$ cat src/rtl/rdma_pkg.sv
package rdma_pkg;

  localparam int BYTE_W = 8;
  localparam int PORT_W = 16;

  typedef enum logic [3:0] {
    RG_ADDR_LO = 4'd0,
    RG_ADDR_HI = 4'd1,
    RG_CNT_LO  = 4'd2,
    RG_CNT_HI  = 4'd3,
    RG_CFG     = 4'd4,
    RG_CMD     = 4'd5,
    RG_STAT    = 4'd6,
    RG_RING_LO = 4'd7,
    RG_RING_HI = 4'd8
  } rdma_reg_e;

  localparam int CFG_WORD_BIT  = 0;
  localparam int CMD_RD_BIT    = 0;
  localparam int CMD_WR_BIT    = 1;
  localparam int STAT_DONE_BIT = 6;

endpackage

$ cat src/rtl/rdma_regs.sv
module rdma_regs
  import rdma_pkg::*;
#(
  parameter int AW = 16,
  parameter int CW = 16
) (
  input  logic                 clk,
  input  logic                 rst_n,
  input  logic                 reg_wr,
  input  logic [3:0]           reg_addr,
  input  logic [BYTE_W-1:0]    reg_wdata,
  output logic [BYTE_W-1:0]    reg_rdata,
  input  logic                 step_en,
  input  logic [AW-1:0]        addr_nxt,
  input  logic [CW-1:0]        cnt_nxt,
  input  logic                 xfer_done,
  output logic [AW-1:0]        addr_q,
  output logic [CW-1:0]        cnt_q,
  output logic                 word_mode,
  output logic [AW-BYTE_W-1:0] ring_lo,
  output logic [AW-BYTE_W-1:0] ring_hi,
  output logic                 done_q,
  output logic                 addr_load,
  output logic                 cnt_load,
  output logic                 done_clr,
  output logic                 kick_empty
);

  localparam int PW  = AW - BYTE_W;
  localparam int CHW = CW - BYTE_W;

  logic wr_alo, wr_ahi, wr_clo, wr_chi, wr_cfg, wr_cmd, wr_stat, wr_rlo, wr_rhi;
  logic done_set;

  assign wr_alo  = reg_wr && (reg_addr == RG_ADDR_LO);
  assign wr_ahi  = reg_wr && (reg_addr == RG_ADDR_HI);
  assign wr_clo  = reg_wr && (reg_addr == RG_CNT_LO);
  assign wr_chi  = reg_wr && (reg_addr == RG_CNT_HI);
  assign wr_cfg  = reg_wr && (reg_addr == RG_CFG);
  assign wr_cmd  = reg_wr && (reg_addr == RG_CMD);
  assign wr_stat = reg_wr && (reg_addr == RG_STAT);
  assign wr_rlo  = reg_wr && (reg_addr == RG_RING_LO);
  assign wr_rhi  = reg_wr && (reg_addr == RG_RING_HI);

  assign addr_load  = wr_alo || wr_ahi;
  assign cnt_load   = wr_clo || wr_chi;
  assign done_clr   = wr_stat && reg_wdata[STAT_DONE_BIT];
  assign kick_empty = wr_cmd && (reg_wdata[CMD_RD_BIT] || reg_wdata[CMD_WR_BIT])
                      && (cnt_q == '0);
  assign done_set   = xfer_done || kick_empty;

  // Address: a byte load replaces the step for this register
  always_ff @(posedge clk or negedge rst_n) begin
    if (!rst_n) begin
      addr_q <= '0;
    end else if (wr_alo) begin
      addr_q[BYTE_W-1:0] <= reg_wdata;
    end else if (wr_ahi) begin
      addr_q[AW-1:BYTE_W] <= PW'(reg_wdata);
    end else if (step_en) begin
      addr_q <= addr_nxt;
    end
  end

  // Count: same precedence as the address
  always_ff @(posedge clk or negedge rst_n) begin
    if (!rst_n) begin
      cnt_q <= '0;
    end else if (wr_clo) begin
      cnt_q[BYTE_W-1:0] <= reg_wdata;
    end else if (wr_chi) begin
      cnt_q[CW-1:BYTE_W] <= CHW'(reg_wdata);
    end else if (step_en) begin
      cnt_q <= cnt_nxt;
    end
  end

  always_ff @(posedge clk or negedge rst_n) begin
    if (!rst_n) begin
      word_mode <= 1'b0;
      ring_lo   <= '0;
      ring_hi   <= '0;
    end else begin
      if (wr_cfg) word_mode <= reg_wdata[CFG_WORD_BIT];
      if (wr_rlo) ring_lo   <= PW'(reg_wdata);
      if (wr_rhi) ring_hi   <= PW'(reg_wdata);
    end
  end

  // Completion flag: a new completion outranks a clear in the same cycle
  always_ff @(posedge clk or negedge rst_n) begin
    if (!rst_n) begin
      done_q <= 1'b0;
    end else begin
      done_q <= done_set || (done_q && !done_clr);
    end
  end

  always_comb begin
    reg_rdata = '0;
    case (reg_addr)
      RG_ADDR_LO: reg_rdata = addr_q[BYTE_W-1:0];
      RG_ADDR_HI: reg_rdata = BYTE_W'(addr_q >> BYTE_W);
      RG_CNT_LO:  reg_rdata = cnt_q[BYTE_W-1:0];
      RG_CNT_HI:  reg_rdata = BYTE_W'(cnt_q >> BYTE_W);
      RG_CFG:     reg_rdata[CFG_WORD_BIT] = word_mode;
      RG_STAT:    reg_rdata[STAT_DONE_BIT] = done_q;
      RG_RING_LO: reg_rdata = BYTE_W'(ring_lo);
      RG_RING_HI: reg_rdata = BYTE_W'(ring_hi);
      default:    reg_rdata = '0;
    endcase
  end

endmodule

$ cat src/rtl/rdma_step.sv
module rdma_step
  import rdma_pkg::*;
#(
  parameter int AW = 16,
  parameter int CW = 16
) (
  input  logic [AW-1:0]        addr_q,
  input  logic [CW-1:0]        cnt_q,
  input  logic                 word_mode,
  input  logic [AW-BYTE_W-1:0] ring_lo,
  input  logic [AW-BYTE_W-1:0] ring_hi,
  output logic [AW-1:0]        addr_nxt,
  output logic [CW-1:0]        cnt_nxt,
  output logic                 last_xfer,
  output logic                 wrap_hit
);

  function automatic logic [AW-1:0] f_page_base(input logic [AW-BYTE_W-1:0] pg);
    return {pg, {BYTE_W{1'b0}}};
  endfunction

  function automatic logic [AW-1:0] f_sum(input logic [AW-1:0] a, input logic wide);
    return a + (wide ? AW'(2) : AW'(1));
  endfunction

  function automatic logic [CW-1:0] f_countdown(input logic [CW-1:0] c, input logic wide);
    logic [CW-1:0] sz;
    sz = wide ? CW'(2) : CW'(1);
    return (c <= sz) ? '0 : (c - sz);
  endfunction

  logic [AW-1:0] sum;

  assign sum       = f_sum(addr_q, word_mode);
  assign wrap_hit  = (sum == f_page_base(ring_hi));
  assign addr_nxt  = wrap_hit ? f_page_base(ring_lo) : sum;
  assign cnt_nxt   = f_countdown(cnt_q, word_mode);
  assign last_xfer = word_mode ? (cnt_q <= CW'(2)) : (cnt_q <= CW'(1));

endmodule

$ cat src/rtl/rdma_memif.sv
module rdma_memif
  import rdma_pkg::*;
#(
  parameter int          AW      = 16,
  parameter logic [AW-1:0] LOW_WIN = 16'h0020,
  parameter logic [AW-1:0] PKT_LO  = 16'h4000,
  parameter logic [AW-1:0] PKT_HI  = 16'h8000
) (
  input  logic [AW-1:0]     addr_q,
  input  logic              word_mode,
  input  logic              do_rd,
  input  logic              do_wr,
  input  logic [PORT_W-1:0] dp_wdata,
  input  logic [PORT_W-1:0] mem_rdata,
  output logic [AW-1:0]     mem_addr,
  output logic              mem_rd,
  output logic              mem_wr,
  output logic              mem_wide,
  output logic [PORT_W-1:0] mem_wdata,
  output logic [PORT_W-1:0] dp_rdata,
  output logic              in_window
);

  function automatic logic f_in_window(input logic [AW-1:0] a);
    return (a < LOW_WIN) || ((a >= PKT_LO) && (a < PKT_HI));
  endfunction

  assign mem_addr  = word_mode ? {addr_q[AW-1:1], 1'b0} : addr_q;
  assign in_window = f_in_window(mem_addr);
  assign mem_wide  = word_mode;
  assign mem_rd    = do_rd && in_window;
  assign mem_wr    = do_wr && in_window;
  assign mem_wdata = word_mode ? dp_wdata : {{BYTE_W{1'b0}}, dp_wdata[BYTE_W-1:0]};

  always_comb begin
    if (!in_window) begin
      dp_rdata = word_mode ? '1 : {{BYTE_W{1'b0}}, {BYTE_W{1'b1}}};
    end else if (word_mode) begin
      dp_rdata = mem_rdata;
    end else begin
      dp_rdata = {{BYTE_W{1'b0}}, mem_rdata[BYTE_W-1:0]};
    end
  end

endmodule

$ cat src/rtl/rdma_port_engine.sv
module rdma_port_engine
  import rdma_pkg::*;
#(
  parameter int            AW      = 16,
  parameter int            CW      = 16,
  parameter logic [AW-1:0] LOW_WIN = 16'h0020,
  parameter logic [AW-1:0] PKT_LO  = 16'h4000,
  parameter logic [AW-1:0] PKT_HI  = 16'h8000
) (
  input  logic              clk,
  input  logic              rst_n,
  input  logic              reg_wr,
  input  logic [3:0]        reg_addr,
  input  logic [7:0]        reg_wdata,
  output logic [7:0]        reg_rdata,
  input  logic              dp_wr,
  input  logic              dp_rd,
  input  logic [15:0]       dp_wdata,
  output logic [15:0]       dp_rdata,
  output logic [AW-1:0]     mem_addr,
  output logic              mem_rd,
  output logic              mem_wr,
  output logic              mem_wide,
  output logic [15:0]       mem_wdata,
  input  logic [15:0]       mem_rdata
);

  localparam int PW = AW - BYTE_W;

  logic [AW-1:0] addr_q, addr_nxt;
  logic [CW-1:0] cnt_q, cnt_nxt;
  logic [PW-1:0] ring_lo, ring_hi;
  logic          word_mode, done_q;
  logic          addr_load, cnt_load, done_clr, kick_empty;
  logic          last_xfer, wrap_hit, in_window;

  // Named access events
  logic wr_accept, rd_accept, acc_fire, xfer_done;

  assign wr_accept = dp_wr && (cnt_q != '0);
  assign rd_accept = dp_rd && !dp_wr;
  assign acc_fire  = wr_accept || rd_accept;
  assign xfer_done = acc_fire && last_xfer;

  rdma_regs #(.AW(AW), .CW(CW)) u_regs (
    .clk        (clk),
    .rst_n      (rst_n),
    .reg_wr     (reg_wr),
    .reg_addr   (reg_addr),
    .reg_wdata  (reg_wdata),
    .reg_rdata  (reg_rdata),
    .step_en    (acc_fire),
    .addr_nxt   (addr_nxt),
    .cnt_nxt    (cnt_nxt),
    .xfer_done  (xfer_done),
    .addr_q     (addr_q),
    .cnt_q      (cnt_q),
    .word_mode  (word_mode),
    .ring_lo    (ring_lo),
    .ring_hi    (ring_hi),
    .done_q     (done_q),
    .addr_load  (addr_load),
    .cnt_load   (cnt_load),
    .done_clr   (done_clr),
    .kick_empty (kick_empty)
  );

  rdma_step #(.AW(AW), .CW(CW)) u_step (
    .addr_q    (addr_q),
    .cnt_q     (cnt_q),
    .word_mode (word_mode),
    .ring_lo   (ring_lo),
    .ring_hi   (ring_hi),
    .addr_nxt  (addr_nxt),
    .cnt_nxt   (cnt_nxt),
    .last_xfer (last_xfer),
    .wrap_hit  (wrap_hit)
  );

  rdma_memif #(.AW(AW), .LOW_WIN(LOW_WIN), .PKT_LO(PKT_LO), .PKT_HI(PKT_HI)) u_memif (
    .addr_q    (addr_q),
    .word_mode (word_mode),
    .do_rd     (rd_accept),
    .do_wr     (wr_accept),
    .dp_wdata  (dp_wdata),
    .mem_rdata (mem_rdata),
    .mem_addr  (mem_addr),
    .mem_rd    (mem_rd),
    .mem_wr    (mem_wr),
    .mem_wide  (mem_wide),
    .mem_wdata (mem_wdata),
    .dp_rdata  (dp_rdata),
    .in_window (in_window)
  );

endmodule

$ cat config.mk
export PLATFORM = sky130hd
export DESIGN_NAME = rdma_port_engine
export DESIGN_NICKNAME = d
export VERILOG_FILES = /design/src/rtl/rdma_pkg.sv /design/src/rtl/rdma_regs.sv /design/src/rtl/rdma_step.sv /design/src/rtl/rdma_memif.sv /design/src/rtl/rdma_port_engine.sv
export SDC_FILE = /design/constraint.sdc
export NUM_CORES = 1
export LEC_CHECK = 0
export BUFFER_PORTS_ARGS = -buffer_cell sky130_fd_sc_hd__buf_4
export CORE_MARGIN = 2
export CORE_UTILIZATION = 48
export CTS_CLUSTER_SIZE = 16
export DETAILED_ROUTE_END_ITERATION = 16
export PLACE_DENSITY_LB_ADDON = 0.3
export SLEW_MARGIN = 20
export SYNTH_ARGS = -nofsm -noshare
export SYNTH_HDL_FRONTEND = slang
export SYNTH_SLANG_ARGS = --single-unit
export TNS_END_PERCENT = 100
$ cat constraint.sdc
create_clock -name clk -period 4.2 [get_ports clk]
set_input_delay 0.42 -clock clk [delete_from_list [all_inputs] [get_ports clk]]
set_output_delay 0.42 -clock clk [all_outputs]
set_load 0.02 [all_outputs]
==> flow_summary.json, run 1 <==
{
  "status": "finished clean",
  "yosys.cell_count.top_type": "nand2_1",
  "power.density_nw_per_um2": 617,
  "ant_nets": 0,
  "r2r_slack_ns": 0.65,
  "grt_usage_pct": 28.4,
  "hp-class": "primary input to asynchronous set/reset pin",
  "num_rows": 34,
  "synthDistinctLibCells": 63,
  "clk_pin_slew_ns": 0.10,
  "max_cap_viol_count": 0,
  "fin_crit_sh_pct": 84.6,
  "critPathCaptureType": "flop",
  "core_area_um2": 8640,
  "syn_area_um2": 4250,
  "dp_cells": 683,
  "p_leak_nw": 2.09,
  "cts_resized": 0,
  "yosysWarnings": 0,
  "r2r_end": "u_regs.addr_q[11]",
  "hold_buffers": 0,
  "grt_pass1_wl_um": 22000,
  "vias": 4394,
  "port_buffers": 91,
  "cts_buffer_depth": 2,
  "fin_cells": 691,
  "hold_viol_final": 0,
  "syn_to_final_growth_pct": 14.9,
  "synth_fp_nets": 595,
  "insertedDiodeCount": 0,
  "drcViolationCount": 0,
  "drive_gt1_share_pct": 22.8,
  "grt_pass1_vias": 4130,
  "cts_root_buffer": "clkbuf_8",
  "grt_max_degree": 51,
  "die_w_um": 98.1,
  "die_y_um": 98.1,
  "cts_buffers": 5,
  "post-cts-setup-buffers": 0,
  "critPathKind": "flop to flop",
  "gp_congestion": 0.979,
  "finalSetupViolCount": 0,
  "cp_data_arrival_time_ns": 3.76,
  "clk_latency_ns": 0.32,
  "total_power_mw": 3.01,
  "wl_per_cell_um": 19.9,
  "hpwl_um": 10200,
  "grt_overflow": 0,
  "async_reset_ff_share_pct": 100,
  "routed_wl_um": 13800,
  "worstRegToRegCells": 11,
  "vias_per_cell": 6.36,
  "synth-edff-count": 0,
  "r2r-start": "u_regs.word_mode",
  "slew_viol_final": 0,
  "cts_max_level": 2,
  "worst_pin_slew_ns": 0.906,
  "io_pins": 108,
  "netlist.area_leader.share_pct": 29.4,
  "clock-sinks": 50,
  "multi_input_area_um2": 2640,
  "dr.pass1.iters": 5,
  "ff_latch_area_um2": 1250,
  "finalCriticalPeriod_ns": 3.55,
  "die_area_um2": 9620,
  "cts_tree": "done",
  "synthFlopType": "dfrtp_1",
  "critPathMaxFanout": 12,
  "final_nets": 637,
  "rsz0062_at_grt": "false",
  "slew_headroom_pct": 39.0,
  "synthTopCellsByArea": "dfrtp_1, mux2_2, nand2_1, a21oi_1, o21ai_0",
  "crit_path_start_kind": "flop",
  "fmax_mhz": 281,
  "fill_cells": 836,
  "peakVddDrop_mv": 0.285,
  "dr.first_iter.drc_count": 387,
  "synthCells": 540,
  "syn_avg_cell_area_um2": 7.87,
  "netlist_top_cells_count": "nand2_1, nor2_1, dfrtp_1",
  "ys_seq_area_share_pct": 29.4,
  "dpl_worst_slack_ns": 0.731,
  "fin_skew_ns": 0.00894,
  "fin_ws_ns": 0.647,
  "grt_antenna_before_repair": 0,
  "start_util_pct": 49.2,
  "utilization_pct": 56.5,
  "synth_seq_cells": 50,
  "fin_tns_setup_ns": 0,
  "required_ns": 4.41,
  "synth_largest_area_cell": "dfrtp_1"
}
-- power breakdown --
| group | switching, mW | internal [mW] |
|---|---|---|
| Clock | 0.185 | 0.181 |
| Sequential | 0.404 | 0.667 |
| Combinational | 0.900 | 0.676 |
-- flip-flops by register name, summed over array words and instances (netlist names) --
register and cells:
u_regs.done_q 1, u_regs.cnt_q 16, u_regs.ring_hi 8, u_regs.word_mode 1, u_regs.ring_lo 8, u_regs.addr_q 16
-- critical path: stages, from the launching register on --
cell	delay [ns]
dfrtp_1	0.49
inv_1	0.13
ha_1	0.24
inv_1	0.09
fa_1	0.55
nand3b_1	0.30
nor2_1	0.32
o22ai_1	0.19
a211oi_4	0.29
nand4_2	0.19
mux2_1	0.35
a221o_1	0.31
-- layout make-up --
cell class                      instances  share of cell area [%]
Sequential cell                        50                    25.6
Tap cell                              108                    2.77
Inverter                               10                   0.769
Clock inverter                          3                   0.974
Multi-Input combinational cell        421                    54.0
Timing Repair Buffer                   94                    14.5
Clock buffer                            5                    1.41
-- cells in the final DEF (no fill, tap or decap), types with 7 or more instances in the layout --
master   Yosys  layout
a21oi_1     44      44
a22o_1      11      11
a22oi_1     14      14
and2_1      16      16
buf_4       25      94
dfrtp_1     50      50
inv_1       10      10
mux2_2      21      21
nand2_1     59      59
nor2_1      51      51
nor3_1      20      20
o21ai_0     39      39
o21ai_1      7       7
or3_1       13      13
xnor2_1      8       8
-- cells by family after synthesis --
| logic type | synth area share (%) |
|---|---|
| DFF | 29.4 |
| and+or+nand+nor | 24.8 |
| buffers and inverters | 8.48 |
| muxes | 6.80 |
| AOI/OAI and AO/OA | 26.3 |
| adders and majority gates | 2.12 |
| xor gates and xnor gates | 2.06 |
-- through the flow --
step	hold WS (ns)	cell area, µm²
final	0.124	4880
after global placement	0.497	4770
after CTS	0.158	4880
after global routing	0.184	4880
after floorplan	0.124	4250
after detailed placement	0.497	4770
-- worst max path at each step --
stage                                   end        startpoint  slack [ns]
after detailed placement  u_regs.addr_q[11]  u_regs.word_mode        0.73
after global routing      u_regs.addr_q[11]  u_regs.word_mode        0.40
after floorplan           u_regs.addr_q[11]  u_regs.word_mode        0.37
after global placement    u_regs.addr_q[11]  u_regs.word_mode        0.89
after CTS                 u_regs.addr_q[11]  u_regs.word_mode        0.71
final                     u_regs.addr_q[11]  u_regs.word_mode        0.65
-- layer usage --
layer | GRT usage [%] | wire, µm
met3 | 4.44 | 990
met2 | 46.2 | 6640
met5 | 0 | 0
met1 | 38.4 | 5730
met4 | 10.3 | 390
Power figures use the tool's default switching activity.
==> run 2: changes to the inputs <==
clock period = 3.2 ns   (was 4.2 ns; I/O delays follow)
==> run 2 against run 1 <==
Worst setup slack got worse by 0.50 ns. Utilization is 3.1 points higher. Combinational power rose by 53%. Hold slack got worse by 0.086 ns.
==> flow_summary.json, run 2 (synthesized netlist as in run 1, its figures left out) <==
{
  "fin_tns_setup_ns": 0,
  "crit_path_start_kind": "flop",
  "cp_data_arrival_time_ns": 3.27,
  "peakVddDrop_mv": 0.418,
  "p_clk_share_pct": 11.4,
  "port_buffers": 91,
  "cts_root_buffer": "clkbuf_8",
  "start_util_pct": 49.2,
  "finalSetupViolCount": 0,
  "seq_power_share_pct": 30.4,
  "grt_max_degree": 51,
  "fin_area_um2": 5150,
  "fin_crit_sh_pct": 95.5,
  "crit_top_cell": "buf_4",
  "crit_buf_inv": 2,
  "cts_buffer_depth": 2,
  "max_cap_viol_count": 0,
  "syn_to_final_growth_pct": 21.2,
  "vias_per_cell": 6.26,
  "power.density_nw_per_um2": 808,
  "ant_nets": 0,
  "critPathKind": "flop to flop",
  "fin_skew_ns": 0.0106,
  "final_cell_mix": "buf_4, nand2_1, nor2_1",
  "drcViolationCount": 0,
  "critPathMaxFanout": 9,
  "switchingPower_mw": 2.02,
  "cp_cell_sequence": "buf_4, ha_1, a21o_1, nand4_4, buf_4, a2111o_1, a2111oi_4, a31oi_1, o211a_1, a221o_1",
  "hpwl_um": 10600,
  "grt_usage_pct": 29.6,
  "status": "finished clean",
  "cp_slowest_stage_delay_ns": 0.46,
  "die_y_um": 98.1,
  "routed_wl_um": 14400,
  "multi_input_area_um2": 2690,
  "gp_congestion": 0.970,
  "insertedDiodeCount": 0,
  "finalCriticalPeriod_ns": 3.06,
  "grt_pass1_vias": 4346,
  "hold_viol_final": 0,
  "clock-sinks": 50,
  "crit_slowest_cell": "dfrtp_2",
  "cts_buffers": 5,
  "ff_latch_area_um2": 1250,
  "io_pins": 108,
  "cts_tree": "done",
  "hold_buffers": 0,
  "fmax_mhz": 327,
  "dr.first_iter.drc_count": 369,
  "cts_max_level": 2,
  "grt_antenna_before_repair": 0,
  "required_ns": 3.41,
  "combPwrFrac_pct": 58.1,
  "rsz0062_at_grt": "true",
  "hp-class": "primary input to asynchronous set/reset pin",
  "slew_viol_final": 0,
  "vias": 4502,
  "worst_pin_slew_ns": 0.725,
  "cpLargestDelayFamily": "compound AO/OA/AOI/OAI gates",
  "reg.largest.list": "u_regs.addr_q: 16 flops, u_regs.cnt_q: 16 flops",
  "dr.pass1.iters": 7,
  "die_area_um2": 9620,
  "whs_ns": 0.0374,
  "clk_latency_ns": 0.32,
  "layout_commonest_cell": "buf_4",
  "core_area_um2": 8640,
  "clk_pin_slew_ns": 0.10,
  "wl_per_cell_um": 20.0,
  "timing.critical_path.from": "u_regs.word_mode",
  "final_nets": 665,
  "p_int_mw": 2.14,
  "grt_overflow": 0,
  "utilization_pct": 59.6,
  "r2r-start": "u_regs.word_mode",
  "num_rows": 34,
  "grt_pass1_wl_um": 22900,
  "fill_cells": 810,
  "die_w_um": 98.1,
  "drive_gt1_share_pct": 28.0,
  "critPathCaptureType": "flop",
  "slew_headroom_pct": 51.5,
  "p_leak_nw": 2.22,
  "p_sw_share_pct": 48.6,
  "placed_area_um2": 4950
}
-- run 2: changes by cell type in the layout (fill, tap and decap cells not counted), sizes merged --
| cell | change |
|---|---|
| buf | +28 |
| clkinv | -1 |
| clkinvlp | +2 |
| inv | -1 |
-- run 2: worst register-to-register path: stages (launching register included) --
cell and delay (ns):
dfrtp_2 0.46, buf_4 0.15, ha_1 0.28, a21o_1 0.22, nand4_4 0.12, buf_4 0.21, a2111o_1 0.45, a2111oi_4 0.43
a31oi_1 0.16, o211a_1 0.22, a221o_1 0.25
-- run 2: cell type report --
class | count | area share [%]
Sequential cell | 50 | 24.3
Tap cell | 108 | 2.62
Clock inverter | 3 | 0.875
Timing Repair Buffer | 122 | 17.8
Clock buffer | 5 | 1.34
Multi-Input combinational cell | 421 | 52.3
Inverter | 10 | 0.729
-- run 2: power by group through the flow --
stage,registers [mW],logic [mW],clock network [mW]
detailed placement,1.26,2.31,0
finish,1.27,2.42,0.476
global placement,1.25,2.28,0
global route,1.30,2.65,0.504
CTS,1.25,2.33,0.480
floorplan,1.08,1.79,0
-- run 2: final timing paths --
| kind | slack, ns | cells past startpoint | to |
|---|---|---|---|
| setup / recovery | 0.14 | 10 | u_regs.addr_q[11] |
| hold / removal | 0.04 | 1 | u_regs.addr_q[3] |
| setup reg to reg | 0.14 | 10 | u_regs.addr_q[11] |
| hold reg to reg | 0.53 | 2 | u_regs.cnt_q[15] |
| max in group asynchronous | 2.68 | 1 | u_regs.word_mode |
| min in group clk | 0.33 | 3 | u_regs.word_mode |
-- run 2: layer usage --
metal | share of wire (%) | vias to the layer above | wire length, µm | GRT usage [%]
li1 | - | 2100 | - | -
met1 | 41 | 2142 | 5830 | 38.7
met2 | 48 | 218 | 6880 | 49.8
met3 | 8.5 | 42 | 1220 | 4.87
met4 | 3.1 | 0 | 442 | 10.5
met5 | 0 | - | 0 | 0
-- run 2: through the flow --
stage	worst slack (ns)	std cells	power (mW)
6_report	0.144	719	4.16
3_5_place_dp	0.146	705	3.58
4_1_cts	0.127	713	4.06
2_1_floorplan	0.0139	540	2.87
3_3_place_gp	0.225	705	3.54
5_1_grt	-0.00174	719	4.45
-- run 2: timing repair --
item | 4_1_cts | 5_1_grt
setup endpoints to repair | 0 | 5
buffers inserted | 0 | 6
resized for setup | 0 | 6
